==> src/rtl/dbuf_cfg_pkg.sv <==
package dbuf_cfg_pkg;
  localparam int CTL_COMMIT_BIT = 0;
  localparam int CTL_AUTOOFF_BIT = 1;
  localparam int CTL_WIDTH = 2;
endpackage

==> src/rtl/dbuf_cfg_shadow.sv <==
module dbuf_cfg_shadow #(
  parameter int NUM_REGS = 8,
  parameter int DATA_W = 32,
  parameter int ADDR_W = 4
) (
  input  logic                         clk,
  input  logic                         wr_en,
  input  logic [ADDR_W-1:0]            wr_addr,
  input  logic [DATA_W-1:0]            wr_data,
  input  logic [ADDR_W-1:0]            rd_addr,
  output logic [DATA_W-1:0]            rd_word,
  output logic [NUM_REGS*DATA_W-1:0]   shadow_flat
);
  logic [DATA_W-1:0] word_q [NUM_REGS];
  logic [NUM_REGS-1:0] word_en;

  always_comb begin
    for (int i = 0; i < NUM_REGS; i++) begin
      word_en[i] = wr_en && (32'(wr_addr) == i);
    end
  end

  // datapath flops: no reset, software initialises every word
  always_ff @(posedge clk) begin
    for (int i = 0; i < NUM_REGS; i++) begin
      if (word_en[i]) word_q[i] <= wr_data;
    end
  end

  always_comb begin
    rd_word = '0;
    for (int i = 0; i < NUM_REGS; i++) begin
      if (32'(rd_addr) == i) rd_word = word_q[i];
    end
  end

  for (genvar g = 0; g < NUM_REGS; g++) begin : g_flat
    assign shadow_flat[g*DATA_W +: DATA_W] = word_q[g];
  end
endmodule

==> src/rtl/dbuf_cfg_active.sv <==
module dbuf_cfg_active #(
  parameter int NUM_REGS = 8,
  parameter int DATA_W = 32,
  parameter int ADDR_W = 4
) (
  input  logic                         clk,
  input  logic                         rst_n,
  input  logic                         xfer,
  input  logic [NUM_REGS*DATA_W-1:0]   shadow_flat,
  input  logic [ADDR_W-1:0]            dbg_addr,
  output logic [DATA_W-1:0]            dbg_word,
  output logic [NUM_REGS*DATA_W-1:0]   active_flat
);
  logic [DATA_W-1:0] act_q [NUM_REGS];

  always_ff @(posedge clk) begin
    for (int i = 0; i < NUM_REGS; i++) begin
      if (xfer) act_q[i] <= shadow_flat[i*DATA_W +: DATA_W];
    end
  end

  always_comb begin
    dbg_word = '0;
    for (int i = 0; i < NUM_REGS; i++) begin
      if (32'(dbg_addr) == i) dbg_word = act_q[i];
    end
  end

  for (genvar g = 0; g < NUM_REGS; g++) begin : g_flat
    assign active_flat[g*DATA_W +: DATA_W] = act_q[g];
  end

  AST_XFER_COPIES: assert property (@(posedge clk) disable iff (!rst_n)
    xfer |=> active_flat == $past(shadow_flat));
  AST_HOLD_NO_XFER: assert property (@(posedge clk) disable iff (!rst_n)
    !xfer |=> $stable(active_flat));
endmodule

==> src/rtl/dbuf_cfg_ctrl.sv <==
module dbuf_cfg_ctrl
  import dbuf_cfg_pkg::*;
(
  input  logic clk,
  input  logic rst_n,
  input  logic ctl_wr,
  input  logic set_commit,
  input  logic set_autooff,
  input  logic vblank,
  output logic commit_q,
  output logic autooff_q,
  output logic xfer
);
  logic commit_d, autooff_d;

  assign xfer = vblank && (commit_q || !autooff_q);

  always_comb begin
    commit_d = commit_q;
    if (ctl_wr && set_commit) commit_d = 1'b1;
    else if (xfer) commit_d = 1'b0;
    autooff_d = ctl_wr ? set_autooff : autooff_q;
  end

  always_ff @(posedge clk or negedge rst_n) begin
    if (!rst_n) begin
      commit_q  <= 1'b0;
      autooff_q <= 1'b1;
    end else begin
      commit_q  <= commit_d;
      autooff_q <= autooff_d;
    end
  end

  AST_COMMIT_STICKY: assert property (@(posedge clk) disable iff (!rst_n)
    commit_q && !vblank |=> commit_q);
  AST_NEW_COMMIT_WINS: assert property (@(posedge clk) disable iff (!rst_n)
    ctl_wr && set_commit |=> commit_q);
  AST_COMMIT_DONE: assert property (@(posedge clk) disable iff (!rst_n)
    commit_q && vblank && !(ctl_wr && set_commit) |=> !commit_q);
endmodule

==> src/rtl/dbuf_cfg_bank.sv <==
module dbuf_cfg_bank
  import dbuf_cfg_pkg::*;
#(
  parameter int NUM_REGS = 8,
  parameter int DATA_W = 32,
  localparam int ADDR_W = $clog2(NUM_REGS + 1)
) (
  input  logic                        clk,
  input  logic                        rst_n,
  input  logic                        wr_en,
  input  logic [ADDR_W-1:0]           wr_addr,
  input  logic [DATA_W-1:0]           wr_data,
  input  logic [ADDR_W-1:0]           rd_addr,
  output logic [DATA_W-1:0]           rd_data,
  input  logic                        vblank,
  input  logic [ADDR_W-1:0]           dbg_addr,
  output logic [DATA_W-1:0]           dbg_data,
  output logic [NUM_REGS*DATA_W-1:0]  active_regs
);
  localparam logic [ADDR_W-1:0] CTL_ADDR = ADDR_W'(NUM_REGS);

  logic rst_meta_q, rst_sync_q;
  logic [DATA_W-1:0] shadow_word;
  logic [NUM_REGS*DATA_W-1:0] shadow_flat;
  logic commit_q, autooff_q, xfer, ctl_wr;

  always_ff @(posedge clk or negedge rst_n) begin
    if (!rst_n) begin
      rst_meta_q <= 1'b0;
      rst_sync_q <= 1'b0;
    end else begin
      rst_meta_q <= 1'b1;
      rst_sync_q <= rst_meta_q;
    end
  end

  assign ctl_wr = wr_en && (wr_addr == CTL_ADDR);

  dbuf_cfg_shadow #(.NUM_REGS(NUM_REGS), .DATA_W(DATA_W), .ADDR_W(ADDR_W)) u_shadow (
    .clk(clk), .wr_en(wr_en), .wr_addr(wr_addr), .wr_data(wr_data),
    .rd_addr(rd_addr), .rd_word(shadow_word), .shadow_flat(shadow_flat)
  );

  dbuf_cfg_ctrl u_ctrl (
    .clk(clk), .rst_n(rst_sync_q), .ctl_wr(ctl_wr),
    .set_commit(wr_data[CTL_COMMIT_BIT]), .set_autooff(wr_data[CTL_AUTOOFF_BIT]),
    .vblank(vblank), .commit_q(commit_q), .autooff_q(autooff_q), .xfer(xfer)
  );

  dbuf_cfg_active #(.NUM_REGS(NUM_REGS), .DATA_W(DATA_W), .ADDR_W(ADDR_W)) u_active (
    .clk(clk), .rst_n(rst_sync_q), .xfer(xfer), .shadow_flat(shadow_flat),
    .dbg_addr(dbg_addr), .dbg_word(dbg_data), .active_flat(active_regs)
  );

  always_comb begin
    if (32'(rd_addr) < NUM_REGS) rd_data = shadow_word;
    else if (rd_addr == CTL_ADDR) rd_data = DATA_W'({autooff_q, commit_q});
    else rd_data = '0;
  end

  AST_AUTOLOAD_EVERY_FRAME: assert property (@(posedge clk) disable iff (!rst_sync_q)
    vblank && !autooff_q |=> active_regs == $past(shadow_flat));
  AST_IDLE_VBLANK_NO_COPY: assert property (@(posedge clk) disable iff (!rst_sync_q)
    vblank && autooff_q && !commit_q |=> $stable(active_regs));
  AST_WRITE_NOT_ACTIVE: assert property (@(posedge clk) disable iff (!rst_sync_q)
    wr_en && !vblank |=> $stable(active_regs));
endmodule

==> config.mk <==
export PLATFORM = sky130hd
export DESIGN_NAME = dbuf_cfg_bank
export DESIGN_NICKNAME = d
export VERILOG_FILES = /design/src/rtl/dbuf_cfg_pkg.sv /design/src/rtl/dbuf_cfg_shadow.sv /design/src/rtl/dbuf_cfg_active.sv /design/src/rtl/dbuf_cfg_ctrl.sv /design/src/rtl/dbuf_cfg_bank.sv
export SDC_FILE = /design/constraint.sdc
export NUM_CORES = 1
export LEC_CHECK = 0
export BUFFER_PORTS_ARGS = -buffer_cell sky130_fd_sc_hd__buf_2
export CAP_MARGIN = 20
export CORE_ASPECT_RATIO = 2
export CORE_MARGIN = 2
export CORE_UTILIZATION = 34
export CTS_CLUSTER_DIAMETER = 50
export DETAILED_ROUTE_END_ITERATION = 12
export SETUP_SLACK_MARGIN = 0.5
export SKIP_CTS_REPAIR_TIMING = 1
export SYNTH_ARGS = -nofsm -noshare
export SYNTH_HDL_FRONTEND = slang
export SYNTH_SLANG_ARGS = --single-unit
==> constraint.sdc <==
create_clock -name clk -period 2 [get_ports clk]
set_clock_uncertainty 0.15 [all_clocks]
set_input_delay 0.3 -clock clk [delete_from_list [all_inputs] [get_ports clk]]
set_output_delay 0.3 -clock clk [all_outputs]
set_load 0.05 [all_outputs]
---- After elaboration in Yosys (flattened, before gate mapping) ----
Memory sizes are Yosys's and may differ from the RTL's.
Index checks and enable logic that the tools add are counted.
cells by class
  equality and inequality tests ........... 23
  magnitude comparators ................... 1
  muxes and demuxes ....................... 59
  reductions and logical operators ........ 24
operators by type and width
  cell                                                             number
  32-bit 2-to-1 mux                                                24
  32-bit OR reduction                                              7
  4-bit by 3-bit == test with 1-bit output, second input constant  12
  1-bit 2-to-1 mux                                                 27
  4-bit by 2-bit == test with 1-bit output, second input constant  6
  3-bit 2-to-1 mux                                                 7
  4-bit by 1-bit == test with 1-bit output, second input constant  3
  4-bit zero test                                                  3
  1-bit logical AND                                                11
  4-bit == test, second input constant                             2
  4-bit less-than comparator, second input constant                1
  2-bit 2-to-1 mux                                                 1
  2-bit nonzero test                                               1
  1-bit zero test                                                  1
  1-bit logical OR                                                 1
storage, ports and cells
  flip-flop bits (word level) ............. 4
  bits of input ports ..................... 48
  memory bits (writable) .................. 512
  output and inout port bits .............. 320
  logic and storage cells ................. 113
  memories kept ........................... 2
memories
  name             depth  bits a word  rd ports  clocked after Yosys merged registers in  write ports  RTL line               text
  u_active.act_q   8      32           8         0                                        8            dbuf_cfg_active.sv:14  logic [DATA_W-1:0] act_q [NUM_REGS];
  u_shadow.word_q  8      32           8         0                                        1            dbuf_cfg_shadow.sv:14  logic [DATA_W-1:0] word_q [NUM_REGS];

---- Longest topological paths before layout ----
Gate-level depths: netlist of the first run.
  depth in word-level cells ............... 12
  gate-level depth with buffers ........... 7

---- By module ----
A second synthesis of the first run with hierarchy kept.
unflattened totals
  cell total of the unflattened synthesis .. 1145
  area, all modules ....................... 20830.0 sq um
modules (own cells, without submodules)
  module           seq. area each (sq um)  instances  area each (sq um)  cells each
  dbuf_cfg_shadow  7687.4                  1          10359.9            597
  dbuf_cfg_active  7687.4                  1          10063.4            496
  dbuf_cfg_bank    50.0                    1          320.3              45
  dbuf_cfg_ctrl    51.3                    1          86.3               7

---- Worst setup path after synthesis of the first run ----
No wires, ideal clock.
  kind .................................... flip-flop to flip-flop
  start ................................... register u_ctrl.commit_q
  end ..................................... memory u_active.act_q[0][0], enable pin
  path slack .............................. -18.192 ns
  arrival ................................. 18.774 ns
  cell stages (with the launch flop) ...... 3
  required time ........................... 0.582 ns
  setup time .............................. 1.268 ns
  period minus slack after synthesis ...... 20.192 ns
  cells stage by stage .................... dfrtp_1 > inv_1 > a21boi_0
RTL lines
  item                    RTL line               text
  from (decl)             dbuf_cfg_ctrl.sv:10    output logic commit_q,
  from (signal assigned)  dbuf_cfg_ctrl.sv:30    commit_q <= commit_d;
  to (decl)               dbuf_cfg_active.sv:14

==> summary.md, run 1 <==
| Metric | Value |
|---|---|
| Post-synthesis async set-or-reset flop share | `0.775%` |
| Synth cell count leaders | `edfxtp_1, nor2_1, a21oi_1` |
| GPL Wtd Cong | `0.871` |
| Vias per inst | `5.38` |
| Drt first pass iters | `5` |
| Post-layout utilization of the core | `51.4%` |
| Most common cell in the netlist | `edfxtp_1` |
| Final hold viol count | `1` |
| Relative slew slack | `59.2%` |
| CP Launch Type | `register` |
| Run status | `complete, but fails checks` |
| Core Area | `58800 um^2` |
| I/O pin cnt | `368` |
| Clock-pin slew on the worst setup and hold paths | `70 ps` |
| Critical path class | `register to primary output` |
| Maxcap violations | `0` |
| Final setup violation count | `64` |
| Setup_tns | `-17480 ps` |
| Slowest CP cell | `edfxtp_1` |
| Clock sinks | `516` |
| Largest net degree at the start of global routing | `57` |
| Actual slew at the worst max-slew pin | `612 ps` |
| Area occupied by multi-input gates | `5910 um^2` |
| Post-DP Area | `25800 um^2` |
| Min cycle time layout | `2510 ps` |
| RSZ-0062 raised after global routing | `true` |
| Routed WL | `74500 um` |
| CP delay by family, top | `compound AO/OA/AOI/OAI gates` |
| TritonCTS clock tree | `done` |
| HPWL after detailed placement | `50400 um` |
| WP data required | `1550 ps` |
| Synth Instances | `1184` |
| Total Power | `28.1 mW` |
| Worst Slack Setup Final | `-509 ps` |
| Initial drt markers | `1064` |
| CTS Buf Count | `46` |
| Main synth FF type | `edfxtp_1` |
| Final number of max-transition violations | `0` |
| Area Overhead vs Synth | `49.8%` |
| Crit Path Max Fanout | `2` |
| FF+latch area | `15500 um^2` |
| # port buffers | `367` |
| Number of flops mapped to enable cells by yosys | `512` |
| Fin area | `30200 um^2` |
| Global-route wire length before repair | `97500 um` |
| Crit path largest cell delay | `400 ps` |
| Pre-CTS WS | `-427 ps` |
| Vias in the first global route | `14000` |
| Worst Hold Class | `input pin to register` |
| Fillers | `4775` |
| Gr usage total | `22.6%` |
| Crit path buf inv count | `1` |
| Initial Utilization | `34.3%` |
| Root buf cell | `clkbuf_16` |
| Main area contributors after synthesis | `edfxtp_1, mux4_2, a21oi_1, mux2_2, o22ai_1` |
| Lkg Pwr | `10.9 nW` |
| Non-filler cells, final | `2604` |
| Row cnt | `126` |
| Total grt overflow | `0` |
| Via count | `14000` |
| ANT cells | `0` |
| Worst-case clock buffer depth | `3` |
| Pwr per Cell Area | `930 nW/um^2` |
| Distinct cells, synth | `55` |
| Post-synthesis sequential area ratio | `76.7%` |
| Crit path arrival time | `2060 ps` |
| Peak supply drop | `0.808 mV` |
| Highest clock rate | `0.399 GHz` |
| Reg2reg setup slack | `200 ps` |
| Synth Warn # | `0` |
| Cell breakdown of the critical path | `mux2_4 > a221oi_4 > a21oi_2 > o211a_4 > buf_8` |
| Yosys reg bits | `516` |
| DRC | `0` |
| Final period utilization | `125%` |
| Cell count after placement | `2398` |
| Die X | `176 um` |
| Die Ht | `348 um` |
| Hold slack | `-1.38 ps` |
| Synthesized net count | `1232` |
| Worst-Skew Late Latency | `590 ps` |
| H-tree depth | `2` |
| Die ar. | `61400 um^2` |
| Detail Route Antenna Nets | `0` |
| Wire per inst | `28.6 um` |
| Initial antenna violation count | `1` |
| Worst setup EP type | `primary output` |
| Failing checks | `hold timing, setup timing` |
| Cell taking the most area after synthesis | `edfxtp_1` |
| Share of layout cells above drive strength 1 | `52.7%` |
| Yosys top cell area share | `76.2%` |
| Syn avg cell area | `17.0 um^2` |
| Mapped Area | `20200 um^2` |
| NumNets Final | `1849` |
## tightest hold or removal path, cell delays in order
cell and delay (ps):
buf_2 100, nor4_1 50, buf_4 130, nand2_1 50, o21ai_0 60
## flip-flops by register name (all words and copies together), names as in the netlist
| signal | flops |
|---|---|
| rst_sync_q | 1 |
| u_ctrl.autooff_q | 1 |
| rst_meta_q | 1 |
| u_active.act_q | 256 |
| u_shadow.word_q | 256 |
| u_ctrl.commit_q | 1 |
## report_power, final
group | internal [mW] | leakage (nW) | switching (mW)
combinational | 2.05 | 5.37 | 3.65
sequential | 12.5 | 4.80 | 0.370
clock | 5.42 | 0.772 | 4.04
total | 20.0 | 10.9 | 8.06
## cell families after synthesis
family	synth area share, %
AO/OA/AOI/OAI	9.90
buffers and inverters	2.48
flip-flops	76.7
multiplexers	6.25
other	0.0186
AND/OR/NAND/NOR	4.60
## layer usage
metal | vias to the layer above | track usage (%) | wire [um]
li1 | 6015 | - | -
met1 | 7137 | 24.3 | 25900
met2 | 670 | 41.7 | 39800
met3 | 178 | 4.91 | 5020
met4 | 2 | 10.2 | 3710
met5 | - | 0 | 9
## cells in the final DEF (no fill, tap or decap), drive strengths merged, types with 4 or more instances in the layout
master | synthesis | final
o2bb2ai | 9 | 9
a22oi | 6 | 6
clkbuf | 27 | 83
mux4 | 30 | 30
o21ai | 56 | 56
clkinv | 3 | 15
a211o | 18 | 18
nor2b | 7 | 7
o22ai | 50 | 50
nand2b | 12 | 12
a22o | 7 | 7
a21oi | 63 | 63
o32ai | 5 | 5
bufinv | 0 | 7
dlygate4sd3 | 0 | 36
edfxtp | 512 | 512
o311ai | 4 | 4
mux2i | 27 | 27
mux2 | 28 | 28
a221oi | 31 | 31
inv | 8 | 12
o21bai | 4 | 4
a2bb2oi | 22 | 22
buf | 53 | 587
nor2 | 78 | 78
a21boi | 6 | 6
nand3 | 5 | 5
nor3 | 34 | 34
o211ai | 7 | 7
o22a | 5 | 5
nand2 | 43 | 43
## layout make-up
class / count / share of cell area [%]
inverter: 11 / 0.149
clock inverter: 26 / 1.15
tap: 768 / 3.18
multi-input combinational: 577 / 19.6
timing repair buffer: 649 / 20.5
clock buffer: 57 / 4.16
sequential: 516 / 51.2
## worst paths after layout
path	to	startpoint	depth (start not counted)
max in group asynchronous	u_ctrl.commit_q$_DFFE_PN0P_	rst_sync_q$_DFF_PN0_	1
worst min-delay path	u_ctrl.commit_q$_DFFE_PN0P_	wr_addr[2]	5
worst max register to register	u_active.act_q[0][50]$_DFFE_PP_	u_ctrl.commit_q$_DFFE_PN0P_	6
worst min register to register	u_ctrl.autooff_q$_DFFE_PN1P_	rst_sync_q$_DFF_PN0_	0
worst max-delay path	rd_data[29]	u_shadow.word_q[0][93]$_DFFE_PP_	5
min in group asynchronous	u_ctrl.autooff_q$_DFFE_PN1P_	rst_sync_q$_DFF_PN0_	0
(Power assumes the default switching activity.)
==> run 2, diff against run 1 <==
- clock period: 2 -> 2.7 ns (I/O delays scaled with it)
==> summary.md, run 2 (synthesis results as in run 1) <==
| Metric | Value |
|---|---|
| Run status | `finished, final reports clean (was complete, but fails checks)` |
| Most frequent cells in the layout | `edfxtp_1, buf_2, buf_4 (unchanged)` |
| Non-filler cells, final | `2533 (was 2604)` |
| Detail Route Antenna Nets | `0 (unchanged)` |
| TritonCTS clock tree | `done (unchanged)` |
| Cell count after placement | `2337 (was 2398)` |
| Highest clock rate | `0.382 GHz` |
| Vias per inst | `5.49 (was 5.38)` |
| Worst setup EP type | `primary output (unchanged)` |
| Final number of max-transition violations | `0 (unchanged)` |
| Final period utilization | `96.9%` |
| R2R depth | `4 (was 6)` |
| Crit Path Max Fanout | `2 (unchanged)` |
| Total grt overflow | `0 (unchanged)` |
| CTS Buf Count | `46 (unchanged)` |
| I/O pin cnt | `368 (unchanged)` |
| Clock sinks | `516 (unchanged)` |
| Global-route wire length before repair | `97600 um (was 97500 um)` |
| NumNets Final | `1775 (was 1849)` |
| Relative slew slack | `66.9% (was 59.2%)` |
| Min cycle time layout | `2620 ps` |
| Lkg Pwr | `10.1 nW (was 10.9 nW)` |
| Worst Slack Setup Final | `83.7 ps (was -509 ps)` |
| Crit path arrival time | `2060 ps (about the same)` |
| Peak supply drop | `0.608 mV (was 0.808 mV)` |
| Fillers | `5007 (was 4775)` |
| HPWL after detailed placement | `50500 um (was 50400 um)` |
| Final hold viol count | `0 (was 1)` |
| Maxcap violations | `0 (unchanged)` |
| Largest net degree at the start of global routing | `73 (was 57)` |
| Largest registers | `u_active.act_q: 256 flops, u_shadow.word_q: 256 flops (unchanged)` |
| Vias in the first global route | `14000 (about the same)` |
| Initial drt markers | `1020 (was 1064)` |
| # port buffers | `367 (unchanged)` |
| Die Ht | `348 um (unchanged)` |
| GPL Wtd Cong | `0.839 (was 0.871)` |
| Routed WL | `75200 um (was 74500 um)` |
| Worst Hold Class | `input pin to register (unchanged)` |
| DRC | `0 (unchanged)` |
| Most common cell after layout, fill and taps aside | `edfxtp_1 (unchanged)` |
| Worst-Skew Late Latency | `590 ps (about the same)` |
| Area Overhead vs Synth | `40.2% (was 49.8%)` |
| RSZ-0062 raised after global routing | `true (unchanged)` |
| CP Launch Type | `register (unchanged)` |
| WP data required | `2140 ps (was 1550 ps)` |
| Die X | `176 um (unchanged)` |
| Worst-case clock buffer depth | `3 (unchanged)` |
| Initial antenna violation count | `4 (was 1)` |
| H-tree depth | `2 (unchanged)` |
| Gr usage total | `22.7% (was 22.6%)` |
| Hold slack | `13.6 ps (was -1.38 ps)` |
| Pwr per Cell Area | `704 nW/um^2 (was 930 nW/um^2)` |
| Root buf cell | `clkbuf_16 (unchanged)` |
| Total Power | `19.9 mW (was 28.1 mW)` |
| Final setup violation count | `0 (was 64)` |
| Share of layout cells above drive strength 1 | `49.0% (was 52.7%)` |
| Die ar. | `61400 um^2 (unchanged)` |
| Via count | `13900 (was 14000)` |
| Drt first pass iters | `5 (unchanged)` |
| Pre-CTS WS | `96.0 ps (was -427 ps)` |
| Actual slew at the worst max-slew pin | `492 ps (was 612 ps)` |
| Row cnt | `126 (unchanged)` |
| Clock-pin slew on the worst setup and hold paths | `70 ps (about the same)` |
| Hold depth | `1 (was 5)` |
| Critical path class | `register to primary output (unchanged)` |
| Wire per inst | `29.7 um (was 28.6 um)` |
| Core Area | `58800 um^2 (unchanged)` |
| Initial Utilization | `34.3% (unchanged)` |
==> run 2: changes by cell type in the layout (fill, tap and decap cells not counted), sizes merged <==
cell         delta
bufinv          -3
inv             +1
diode           +2
buf            -57
clkinvlp        -1
clkbuf         -12
dlygate4sd3     -1
==> run 2: cell type report <==
| cell class | instances | area, um^2 | area share (%) |
|---|---|---|---|
| Sequential cell | 516 | 15500 | 54.7 |
| Multi-Input combinational cell | 577 | 5750 | 20.3 |
| Timing Repair Buffer | 575 | 4540 | 16.1 |
| Clock buffer | 61 | 1260 | 4.45 |
| Tap cell | 768 | 961 | 3.40 |
| Clock inverter | 23 | 244 | 0.863 |
| Inverter | 11 | 41.3 | 0.146 |
| Antenna cell | 2 | 5.00 | 0.0177 |
==> run 2: per-layer routing <==
layer | part of all wire, % | track usage, % | vias to the layer above
li1 | - | - | 5862
met1 | 34 | 23.6 | 7120
met2 | 53 | 41.6 | 722
met3 | 6.8 | 5.17 | 188
met4 | 5.5 | 12.8 | 4
met5 | 0.032 | 0 | -
==> run 2: power by group <==
| part | internal, mW | leakage [nW] | switching, mW | total [mW] |
|---|---|---|---|---|
| combinational | 1.10 | 4.61 | 2.59 | 3.69 |
| sequential | 9.30 | 4.80 | 0.271 | 9.57 |
| clock | 3.69 | 0.730 | 2.94 | 6.63 |
==> run 2: worst max-delay path: stages, from the launching register on <==
cell      delay, ps
edfxtp_1        380
mux2_2          300
a221oi_2        300
a21oi_1          80
o211a_1         250
buf_6           160
==> run 2: metrics by stage <==
| step | setup TNS (ps) | area [um^2] | utilization [%] |
|---|---|---|---|
| after floorplan | -684290 | 21000 | - |
| after global placement | 0 | 24500 | 41.7 |
| after detailed placement | 0 | 24500 | 41.7 |
| after CTS | -27.0 | 26000 | 44.3 |
| after global routing | 0 | 28300 | 48.1 |
| final | 0 | 28300 | 48.1 |
==> run 2: path summary, 6_finish.rpt <==
| path | startpoint | end | slack [ps] |
|---|---|---|---|
| max in group asynchronous | rst_n | rst_meta_q$_DFF_PN0_ | 1730 |
| worst min register to register | rst_sync_q$_DFF_PN0_ | u_ctrl.autooff_q$_DFFE_PN1P_ | 80 |
| worst max register to register | u_ctrl.commit_q$_DFFE_PN0P_ | u_active.act_q[1][39]$_DFFE_PP_ | 890 |
| min in group asynchronous | rst_sync_q$_DFF_PN0_ | u_ctrl.autooff_q$_DFFE_PN1P_ | 80 |
| worst min-delay path | wr_data[1] | u_shadow.word_q[0][65]$_DFFE_PP_ | 10 |
| worst max-delay path | u_shadow.word_q[0][93]$_DFFE_PP_ | rd_data[29] | 80 |
